==> src/rtl/tsi_pkg.sv <==
package tsi_pkg;

    localparam int LANES     = 4;
    localparam int SLOTS     = 12;
    localparam int BYTE_W    = 8;
    localparam int CPU_AW    = 6;
    localparam int CPU_DW    = 10;

    localparam int LANE_W    = (LANES > 1) ? $clog2(LANES) : 1;
    localparam int SLOT_W    = $clog2(SLOTS + 1);
    localparam int ENTRIES   = LANES * SLOTS;

    localparam logic [CPU_AW-1:0] CTRL_ADDR = '1;

    typedef enum logic [1:0] {
        M_LINK  = 2'd0,
        M_AIS   = 2'd1,
        M_UNEQ  = 2'd2,
        M_UNEQ2 = 2'd3
    } tmode_e;

    typedef struct packed {
        tmode_e              mode;
        logic [LANE_W-1:0]   lane;
        logic [SLOT_W-1:0]   slot;
    } xent_t;

    localparam int ENT_W = $bits(xent_t);

    typedef logic [LANES-1:0][SLOTS-1:0][BYTE_W-1:0] row_bytes_t;
    typedef logic [LANES-1:0][BYTE_W-1:0]            lane_bytes_t;

    function automatic xent_t ident_ent(input int idx);
        xent_t e;
        e.mode = M_LINK;
        e.lane = LANE_W'(idx / SLOTS);
        e.slot = SLOT_W'(idx % SLOTS);
        return e;
    endfunction

    function automatic logic [BYTE_W-1:0] fill_byte(input tmode_e m);
        return (m == M_AIS) ? {BYTE_W{1'b1}} : {BYTE_W{1'b0}};
    endfunction

endpackage

==> src/rtl/tsi_timing.sv <==
module tsi_timing
    import tsi_pkg::*;
#(
    parameter int ROWS = 3
) (
    input  logic              clk,
    input  logic              rst,
    input  logic              in_sync,
    output logic [SLOT_W-1:0] cur_slot,
    output logic              wr_bank,
    output logic              boundary
);
    localparam int ROW_W = (ROWS > 1) ? $clog2(ROWS) : 1;

    logic [SLOT_W-1:0] slot_q;
    logic [ROW_W-1:0]  row_q;
    logic              bank_q;
    logic [ROW_W-1:0]  cur_row;
    logic [ROW_W-1:0]  rd_row;

    always_comb begin
        cur_slot = in_sync ? '0 : slot_q;
        cur_row  = in_sync ? '0 : row_q;
        rd_row   = (cur_row == '0) ? ROW_W'(ROWS - 1) : cur_row - 1'b1;
        boundary = (cur_slot == '0) && (rd_row == '0);
    end

    assign wr_bank = bank_q;

    always_ff @(posedge clk) begin
        if (rst) begin
            slot_q <= '0;
            row_q  <= '0;
            bank_q <= 1'b0;
        end else if (int'(cur_slot) == SLOTS - 1) begin
            slot_q <= '0;
            row_q  <= (int'(cur_row) == ROWS - 1) ? '0 : cur_row + 1'b1;
            bank_q <= ~bank_q;
        end else begin
            slot_q <= cur_slot + 1'b1;
            row_q  <= cur_row;
        end
    end
endmodule

==> src/rtl/tsi_store.sv <==
module tsi_store
    import tsi_pkg::*;
(
    input  logic              clk,
    input  lane_bytes_t       in_bytes,
    input  logic [SLOT_W-1:0] wr_slot,
    input  logic              wr_bank,
    output row_bytes_t        prev_row
);
    for (genvar l = 0; l < LANES; l++) begin : g_lane
        logic [BYTE_W-1:0] mem_a [SLOTS];
        logic [BYTE_W-1:0] mem_b [SLOTS];

        always_ff @(posedge clk) begin
            if (int'(wr_slot) < SLOTS) begin
                if (wr_bank) mem_b[wr_slot] <= in_bytes[l];
                else         mem_a[wr_slot] <= in_bytes[l];
            end
        end

        for (genvar s = 0; s < SLOTS; s++) begin : g_slot
            assign prev_row[l][s] = wr_bank ? mem_a[s] : mem_b[s];
        end
    end
endmodule

==> src/rtl/tsi_map.sv <==
module tsi_map
    import tsi_pkg::*;
(
    input  logic              clk,
    input  logic              rst,
    input  logic [CPU_AW-1:0] cpu_addr,
    input  logic              cpu_wr,
    input  logic [CPU_DW-1:0] cpu_wdata,
    input  logic              boundary,
    output xent_t             ent_use [ENTRIES],
    output logic [ENTRIES*ENT_W-1:0] active_flat,
    output logic [CPU_DW-1:0] cpu_rdata,
    output logic              pending,
    output logic              commit
);
    xent_t shadow [ENTRIES];
    xent_t active [ENTRIES];
    logic  swap;
    logic  in_map;

    assign in_map = int'(cpu_addr) < ENTRIES;
    assign commit = cpu_wr && (cpu_addr == CTRL_ADDR) && cpu_wdata[0];
    assign swap   = boundary && pending;

    for (genvar i = 0; i < ENTRIES; i++) begin : g_ent
        assign ent_use[i] = swap ? shadow[i] : active[i];
        assign active_flat[i*ENT_W +: ENT_W] = active[i];

        always_ff @(posedge clk) begin
            if (rst) begin
                shadow[i] <= ident_ent(i);
                active[i] <= ident_ent(i);
            end else begin
                if (cpu_wr && int'(cpu_addr) == i)
                    shadow[i] <= xent_t'(cpu_wdata[ENT_W-1:0]);
                if (swap)
                    active[i] <= shadow[i];
            end
        end
    end

    always_ff @(posedge clk) begin
        if (rst) begin
            pending   <= 1'b0;
            cpu_rdata <= '0;
        end else begin
            if (swap)   pending <= 1'b0;
            if (commit) pending <= 1'b1;
            if (in_map)
                cpu_rdata <= CPU_DW'(active[cpu_addr]);
            else if (cpu_addr == CTRL_ADDR)
                cpu_rdata <= CPU_DW'(pending);
            else
                cpu_rdata <= '0;
        end
    end
endmodule

==> src/rtl/tsi_outsel.sv <==
module tsi_outsel
    import tsi_pkg::*;
(
    input  logic              clk,
    input  logic              rst,
    input  row_bytes_t        prev_row,
    input  xent_t             ent,
    output logic [BYTE_W-1:0] out_byte
);
    logic [BYTE_W-1:0] picked;

    always_comb begin
        picked = '0;
        if (ent.mode == M_LINK) begin
            for (int s = 0; s < SLOTS; s++)
                if (int'(ent.slot) == s) picked = prev_row[ent.lane][s];
        end else begin
            picked = fill_byte(ent.mode);
        end
    end

    always_ff @(posedge clk) begin
        if (rst) out_byte <= '0;
        else     out_byte <= picked;
    end
endmodule

==> src/rtl/tsi_xconnect.sv <==
module tsi_xconnect
    import tsi_pkg::*;
#(
    parameter int ROWS = 3
) (
    input  logic                    clk,
    input  logic                    rst,
    input  logic                    in_sync,
    input  logic [LANES*BYTE_W-1:0] in_data,
    output logic                    out_sync,
    output logic [LANES*BYTE_W-1:0] out_data,
    input  logic [CPU_AW-1:0]       cpu_addr,
    input  logic                    cpu_wr,
    input  logic [CPU_DW-1:0]       cpu_wdata,
    output logic [CPU_DW-1:0]       cpu_rdata
);
    logic [SLOT_W-1:0]          cur_slot;
    logic                       wr_bank;
    logic                       tm_boundary;
    row_bytes_t                 prev_row;
    lane_bytes_t                in_bytes;
    lane_bytes_t                out_bytes;
    xent_t                      ent_use [ENTRIES];
    xent_t                      lane_ent [LANES];
    logic [ENTRIES*ENT_W-1:0]   active_flat;
    logic                       map_pending;
    logic                       map_commit;
    tmode_e                     sel_mode0;

    assign in_bytes = in_data;
    assign out_data = out_bytes;

    tsi_timing #(.ROWS(ROWS)) u_timing (
        .clk(clk), .rst(rst), .in_sync(in_sync),
        .cur_slot(cur_slot), .wr_bank(wr_bank), .boundary(tm_boundary)
    );

    tsi_store u_store (
        .clk(clk), .in_bytes(in_bytes), .wr_slot(cur_slot),
        .wr_bank(wr_bank), .prev_row(prev_row)
    );

    tsi_map u_map (
        .clk(clk), .rst(rst), .cpu_addr(cpu_addr), .cpu_wr(cpu_wr),
        .cpu_wdata(cpu_wdata), .boundary(tm_boundary), .ent_use(ent_use),
        .active_flat(active_flat), .cpu_rdata(cpu_rdata),
        .pending(map_pending), .commit(map_commit)
    );

    for (genvar l = 0; l < LANES; l++) begin : g_out
        always_comb begin
            lane_ent[l] = ent_use[l*SLOTS];
            for (int s = 0; s < SLOTS; s++)
                if (int'(cur_slot) == s) lane_ent[l] = ent_use[l*SLOTS + s];
        end

        tsi_outsel u_sel (
            .clk(clk), .rst(rst), .prev_row(prev_row),
            .ent(lane_ent[l]), .out_byte(out_bytes[l])
        );
    end

    assign sel_mode0 = lane_ent[0].mode;

    always_ff @(posedge clk) begin
        if (rst) out_sync <= 1'b0;
        else     out_sync <= tm_boundary;
    end
endmodule

==> config.mk <==
export PLATFORM = sky130hd
export DESIGN_NAME = tsi_xconnect
export DESIGN_NICKNAME = d
export VERILOG_FILES = /design/src/rtl/tsi_pkg.sv /design/src/rtl/tsi_timing.sv /design/src/rtl/tsi_store.sv /design/src/rtl/tsi_map.sv /design/src/rtl/tsi_outsel.sv /design/src/rtl/tsi_xconnect.sv
export SDC_FILE = /design/constraint.sdc
export NUM_CORES = 2
export LEC_CHECK = 0
export BUFFER_PORTS_ARGS = -buffer_cell sky130_fd_sc_hd__buf_4
export CORE_MARGIN = 5
export CORE_UTILIZATION = 35
export CTS_BUF_LIST = sky130_fd_sc_hd__clkbuf_16
export DETAILED_ROUTE_END_ITERATION = 6
export PLACE_DENSITY_LB_ADDON = 0.15
export REMOVE_ABC_BUFFERS = 1
export SLEW_MARGIN = 25
export SYNTH_ARGS = -nofsm -noshare
export SYNTH_HDL_FRONTEND = slang
export SYNTH_SLANG_ARGS = --single-unit
==> constraint.sdc <==
create_clock -name clk -period 25.6 [get_ports clk]
set_input_delay 5.12 -clock clk [delete_from_list [all_inputs] [get_ports clk]]
set_output_delay 5.12 -clock clk [all_outputs]
set_load 0.02 [all_outputs]
Yosys cells after proc, flatten, opt, wreduce, memory -nomap -nowiden
Memories as Yosys holds them, arrays and structs flattened. Cells that the tools add are included.

Bitwise operators: 97. Eq/ne operators: 108. Mux-type cells: 464. Multipliers: 0. Order comparisons: 6. $add $sub $neg: 3. Reductions and logical operators: 67. Divide/modulo/power cells: 0. Shift-type cells: 0.

Operator list (count): 2-to-1 mux 8 bit (293); binary-select mux 96 bit (select 2 bit) (4); 2-to-1 mux 96 bit (4); == test 6 bit, second input constant (33); == test 4 bit, second input constant (40); 2-to-1 mux 1 bit (158); OR 1 bit (96); logical AND 1 bit (52); == test 6 x 5 -> 1 bit, second input constant (8); == test 4 x 3 -> 1 bit, second input constant (10); == test 6 x 4 -> 1 bit, second input constant (4); == test 4 x 2 -> 1 bit, second input constant (5); logical NOT 4 bit (5); == test 6 x 3 -> 1 bit, second input constant (2); logical NOT 2 bit (6); < comparator 2 x 3 -> 1 bit, second input constant (4); == test 2 x 1 -> 1 bit, second input constant (4); 2-to-1 mux 2 bit (4); == test 6 x 2 -> 1 bit, second input constant (1); logical NOT 6 bit (1); < comparator 6 bit, second input constant (1); adder 4 x 1 -> 4 bit, second input constant (1); < comparator 4 bit, second input constant (1); 2-to-1 mux 4 bit (1); other kinds (6) (7).

Word-level logic and storage cells: 766. Memory bits (writable): 1536. Memory bits (read-only): 0. Bits of input ports: 52. Latch bits: 0. Register bits: 51. Memories kept: 10.

Memory list: u_map.active (depth 48, bits a word 8, rd ports 49, clocked after memory_dff 0, write ports 48, line tsi_map.sv:17) `xent_t active [ENTRIES];`; u_map.shadow (depth 48, bits a word 8, rd ports 48, clocked after memory_dff 0, write ports 48, line tsi_map.sv:16) `xent_t shadow [ENTRIES];`; u_store.g_lane[0].mem_a (depth 12, bits a word 8, rd ports 12, clocked after memory_dff 0, write ports 1, line tsi_store.sv:11) `logic [BYTE_W-1:0] mem_a [SLOTS];`; u_store.g_lane[0].mem_b (depth 12, bits a word 8, rd ports 12, clocked after memory_dff 0, write ports 1, line tsi_store.sv:12) `logic [BYTE_W-1:0] mem_b [SLOTS];`; u_store.g_lane[1].mem_a (depth 12, bits a word 8, rd ports 12, clocked after memory_dff 0, write ports 1, line tsi_store.sv:11); u_store.g_lane[1].mem_b (depth 12, bits a word 8, rd ports 12, clocked after memory_dff 0, write ports 1, line tsi_store.sv:12); +4 memories.

Longest topological paths before layout
Depth after elaboration: 33. Gate-level depth with buffers: 26. Gate-level depth less buffers: 14.

Modules after synthesis
A second synthesis with hierarchy kept.

Cells, all modules: 5805. Area total of the unflattened synthesis: 86153.9 um^2.

By module, submodules not included: tsi_map (cells each 2495, instances 1, area each 36936.7 um^2, seq. area each 23242.3 um^2); tsi_store (cells each 1230, instances 1, area each 29124.2 um^2, seq. area each 23062.1 um^2); tsi_outsel (cells each 342, instances 4, area each 3781.1 um^2, seq. area each 160.2 um^2); tsi_xconnect (cells each 675, instances 1, area each 4625.7 um^2, seq. area each 20.0 um^2); tsi_timing (cells each 37, instances 1, area each 342.8 um^2, seq. area each 140.1 um^2).

Least setup slack after synthesis
Ideal clock, no wire load.

Kind: input -> register. Start: input port in_sync. End: memory u_map.active[0][0] in the netlist's numbering (enable). Data arrival time: 14743 ps. Setup slack: 8053 ps. Required time: 22796 ps. Path buffers: 13. Stages: 19. Library setup time: 2804 ps. Cell sequence: clkbuf_1 buf_2 buf_2 clkbuf_1 nor2b_1 inv_1 ha_1 buf_2 and3b_1 clkbuf_1 nand2_2 buf_2 buf_2 buf_2 buf_2 buf_1 clkbuf_1 clkbuf_1 nand2_1.

RTL lines: from (decl) (line tsi_xconnect.sv:8) `input logic in_sync,`; to (decl) (line tsi_map.sv:17).

Worst setup path after layout
Start: input port in_sync. End: register g_out[3].u_sel.out_byte[6].

Cells in the longest elaborated chain, start to end: 33. Elaborated cells between the ends (all ways): 73. Classes of those cells: add/sub (1); eq/ne (23); mux (42); reduce/logical (7).

Ends and longest elaborated chain: 2-to-1 mux 2 bit (line tsi_timing.sv:23) `cur_row = in_sync ? '0 : row_q;`; subtractor 2 x 1 -> 2 bit or logical NOT 2 bit (tied branches) (line tsi_timing.sv:24) `rd_row = (cur_row == '0) ? ROW_W'(ROWS - 1) : cur_row - 1'b1;`; 2-to-1 mux 2 bit (line tsi_timing.sv:24); logical NOT 2 bit (line tsi_timing.sv:25) `boundary = (cur_slot == '0) && (rd_row == '0);`; logical AND 1 bit (line tsi_timing.sv:25); logical AND 1 bit (line tsi_map.sv:23) `assign swap = boundary && pending;`; 2-to-1 mux 8 bit (line tsi_map.sv:26) `assign ent_use[i] = swap ? shadow[i] : active[i];`; 2-to-1 mux 8 bit (10 in a row) (line tsi_xconnect.sv:54) `if (int'(cur_slot) == s) lane_ent[l] = ent_use[l*SLOTS + s];`; 2-to-1 mux 8 bit * (line tsi_xconnect.sv:54); binary-select mux 96 bit (select 2 bit) (line tsi_outsel.sv:16) `if (int'(ent.slot) == s) picked = prev_row[ent.lane][s];`; 2-to-1 mux 96 bit (not written as such) (line tsi_outsel.sv:16); 2-to-1 mux 8 bit (12 in a row) (line tsi_outsel.sv:16); 2-to-1 mux 8 bit * (line tsi_outsel.sv:14) `if (ent.mode == M_LINK) begin`; to (signal assigned) (line tsi_outsel.sv:24) `else out_byte <= picked;`; to (decl) (line tsi_outsel.sv:8) `output logic [BYTE_W-1:0] out_byte`.

Every way passes the cells marked *; elsewhere a longest branch is shown, timed or not. The select of a mux whose other input is x is not followed. A chain may end at the register's enable or synchronous reset.

==> flow_summary.json <==
{
  "drc": 0,
  "routed-via-count": 64670,
  "finalSetupTns_ns": 0,
  "cap_violations": 0,
  "cts_setup_buffers": 0,
  "synthCells": 6919,
  "critPathCaptureType": "flip-flop",
  "hpwl_um": 235800,
  "utilization_pct": 39.66,
  "grt_overflow_total": 0,
  "antenna_left": 0,
  "fin_hold_ws_ns": 0.4826,
  "yosys_warnings": 0,
  "io_buffers": 90,
  "max_slew_margin_pct": 15.86,
  "status": "finished, final reports clean",
  "drtPass1Iterations": 6,
  "grt_pass1_wl_um": 505200,
  "arrival_ns": 13.27,
  "numCtsBuffers": 178,
  "avgSynthCellArea_um2": 11.85,
  "start_kind": "input port",
  "drive_gt1_share_pct": 15.24,
  "synthesis.area_mm2": 0.08201,
  "fin_nets": 6869,
  "antenna_found_initial": 38,
  "synth.distinct_cells": 102,
  "start_util_pct": 35.20,
  "pre_cts_ws_ns": 12.51,
  "yosys.area.top_type": "edfxtp_1",
  "final_cell_mix": "edfxtp_1 (1536), nand2_1 (656), mux2i_1 (360)",
  "cts_root_buf": "clkbuf_16",
  "ys_top_cells_by_area": "edfxtp_1 (56%), mux2i_1 (4.4%), mux4_2 (4.4%), nand2_1 (3.0%), and3_1 (2.5%)",
  "gp_congestion": 0.9668,
  "hold_class": "reg -> reg",
  "min_period_over_period_pct": 49.24,
  "fin_skew_ns": 0.06615,
  "r2r_cells": 20,
  "powerDensity_mw_per_mm2": 67.70,
  "maxSlewViolCount": 0,
  "min_path_cells": 1,
  "layout_commonest_cell": "edfxtp_1",
  "wire_per_inst_um": 36.35,
  "synth_edf_count": 1536,
  "routed_via_density": 6.393,
  "ctsResizeCount": 0,
  "worstMarginPinSlew_ns": 1.259,
  "grt_pass1_vias": 61270,
  "worstSetupPathType": "in -> reg",
  "rsz0062_at_grt": "false",
  "path_max_fanout": 63,
  "cts_buffer_depth": 3,
  "reg2reg_from": "u_timing.slot_q[1]",
  "dieWidth_um": 494.1,
  "r2r_slack_ns": 17.12,
  "grt.total_usage_pct": 29.24,
  "fin_ws_ns": 12.99,
  "seq_area_mm2": 0.04711,
  "io_pins": 95,
  "cts_tree": "yes",
  "core-area_mm2": 0.2330,
  "htree_levels": 4,
  "min_period_ns": 12.61,
  "grt_max_degree": 190,
  "clk_latency_ns": 0.89,
  "totalWireLength_um": 367800,
  "hp-start": "u_map.shadow[3][50]",
  "synth-seq-area-share_pct": 57.43,
  "multiInputGateArea_mm2": 0.03247,
  "finalSetupViolCount": 0,
  "p_leak_nw": 30.45,
  "ir_drop_mv": 0.05887,
  "synth_seq_cells": 1585,
  "synthArstFlopShare_pct": 0,
  "reg2reg_to": "g_out[3].u_sel.out_byte[6]",
  "clock-sinks": 1585,
  "die-area_mm2": 0.2441,
  "num_rows": 177,
  "fill_cells": 22230,
  "path_clk_slew_ns": 0.06,
  "drtIter0Drc": 10090,
  "synth_top_area_share_pct": 56.24,
  "cts_hold_buf": 0,
  "critPathRequiredTime_ns": 26.26,
  "fmax_mhz": 79.33,
  "synthFlopType": "edfxtp_1",
  "min_delay_worst_endpoint": "u_map.active[30][2]",
  "die_h_um": 494.1,
  "syn_to_final_growth_pct": 12.65,
  "hold_viol_final": 0
}
## Yosys cell counts (all sizes together), types with 15 or more instances
library cell and count:
edfxtp 1536, o221ai 21, o22ai 39, a31oi 96
a22oi 15, mux2i 360, nor4 33, o2111ai 20
o211ai 235, dfxtp 49, and3 327, and2 276
or3 295, clkbuf 375, buf 270, nand3 216
a211o 15, a21oi 250, o21ai 297, a311oi 33
a211oi 243, nand4 29, inv 34, a21o 28
a221oi 16, mux2 166, nand2 664, nor2 365
nor3 114, o31ai 24, mux4 159, nand2b 20
o21a 19
## per-layer routing
metal / up-vias / GRT usage, % / share of wire, %
met2: 4361 / 43.87 / 43
met5: - / 0 / 0.042
met1: 32670 / 38.45 / 39
li1: 26640 / - / -
met3: 996 / 7.206 / 11
met4: 16 / 17.17 / 7.0
## cell type report
type                            instances  share of cell area, %
Antenna cell                           17                0.04604
Clock inverter                        154                  1.565
Clock buffer                          180                  4.875
Tap cell                             3132                  4.241
Multi-Input combinational cell       4655                  35.15
Sequential cell                      1585                  50.99
Timing Repair Buffer                  358                  2.983
Inverter                               35                 0.1503
## power by group
| group | internal, mW | switching, mW |
|---|---|---|
| logic | 0.181 | 0.533 |
| clock network | 1.46 | 1.15 |
| registers | 2.91 | 0.0282 |
| total | 4.54 | 1.71 |
## registers in the layout, summed over array words and instances, names as in the netlist
name / count
u_timing.wr_bank: 1
u_store.g_lane.mem_b: 384
u_map.pending: 1
u_timing.slot_q: 4
u_map.shadow: 384
u_map.active: 384
u_store.g_lane.mem_a: 384
u_timing.row_q: 2
g_out.u_sel.out_byte: 32
out_sync: 1
u_map.cpu_rdata: 8
## worst max-delay path, stage by stage
cell      delay [ns]
buf_4           0.20
nor2b_1         0.11
inv_1           0.10
ha_1            0.14
buf_4           0.40
nand3b_1        0.16
buf_4           0.26
nor2_8          0.55
buf_4           0.50
buf_4           0.57
mux2_2          0.40
mux2i_1         0.27
a311o_1         0.86
nand2_4         0.54
buf_4           0.51
buf_4           0.45
nor2_1          0.37
a32oi_1         0.20
a311oi_1        0.42
nor3_1          0.12
a211oi_1        0.75
## logic make-up after synthesis
logic type | Yosys count | share of synthesized area [%]
DFF | 1585 | 57.43
and+or+nand+nor | 2422 | 15.10
buffers and inverters | 680 | 3.538
adders and majority gates | 4 | 0.06103
muxes | 685 | 11.04
xor gates and xnor gates | 4 | 0.04272
AOI/OAI and AO/OA | 1538 | 12.78
other | 1 | 0.004572
## through the flow
stage                     area (um2)  instances  power [mW]
after floorplan                79250       6275       3.319
after global placement         86350       9764       3.667
after detailed placement       86380       9765       3.671
after CTS                      92330      10100       6.264
after global routing           92370      10110       6.410
final                          92390      10120       6.255
## worst max path at each step
stage,from,end,slack [ns]
after floorplan,rst,u_map.active[0][0],5.64
after global placement,in_sync,g_out[3].u_sel.out_byte[6],12.57
after detailed placement,in_sync,g_out[3].u_sel.out_byte[6],12.51
after CTS,in_sync,g_out[3].u_sel.out_byte[6],13.39
after global routing,in_sync,g_out[3].u_sel.out_byte[6],13.04
final,in_sync,g_out[3].u_sel.out_byte[6],12.99
Note: power is estimated with default switching activity, not from simulation.
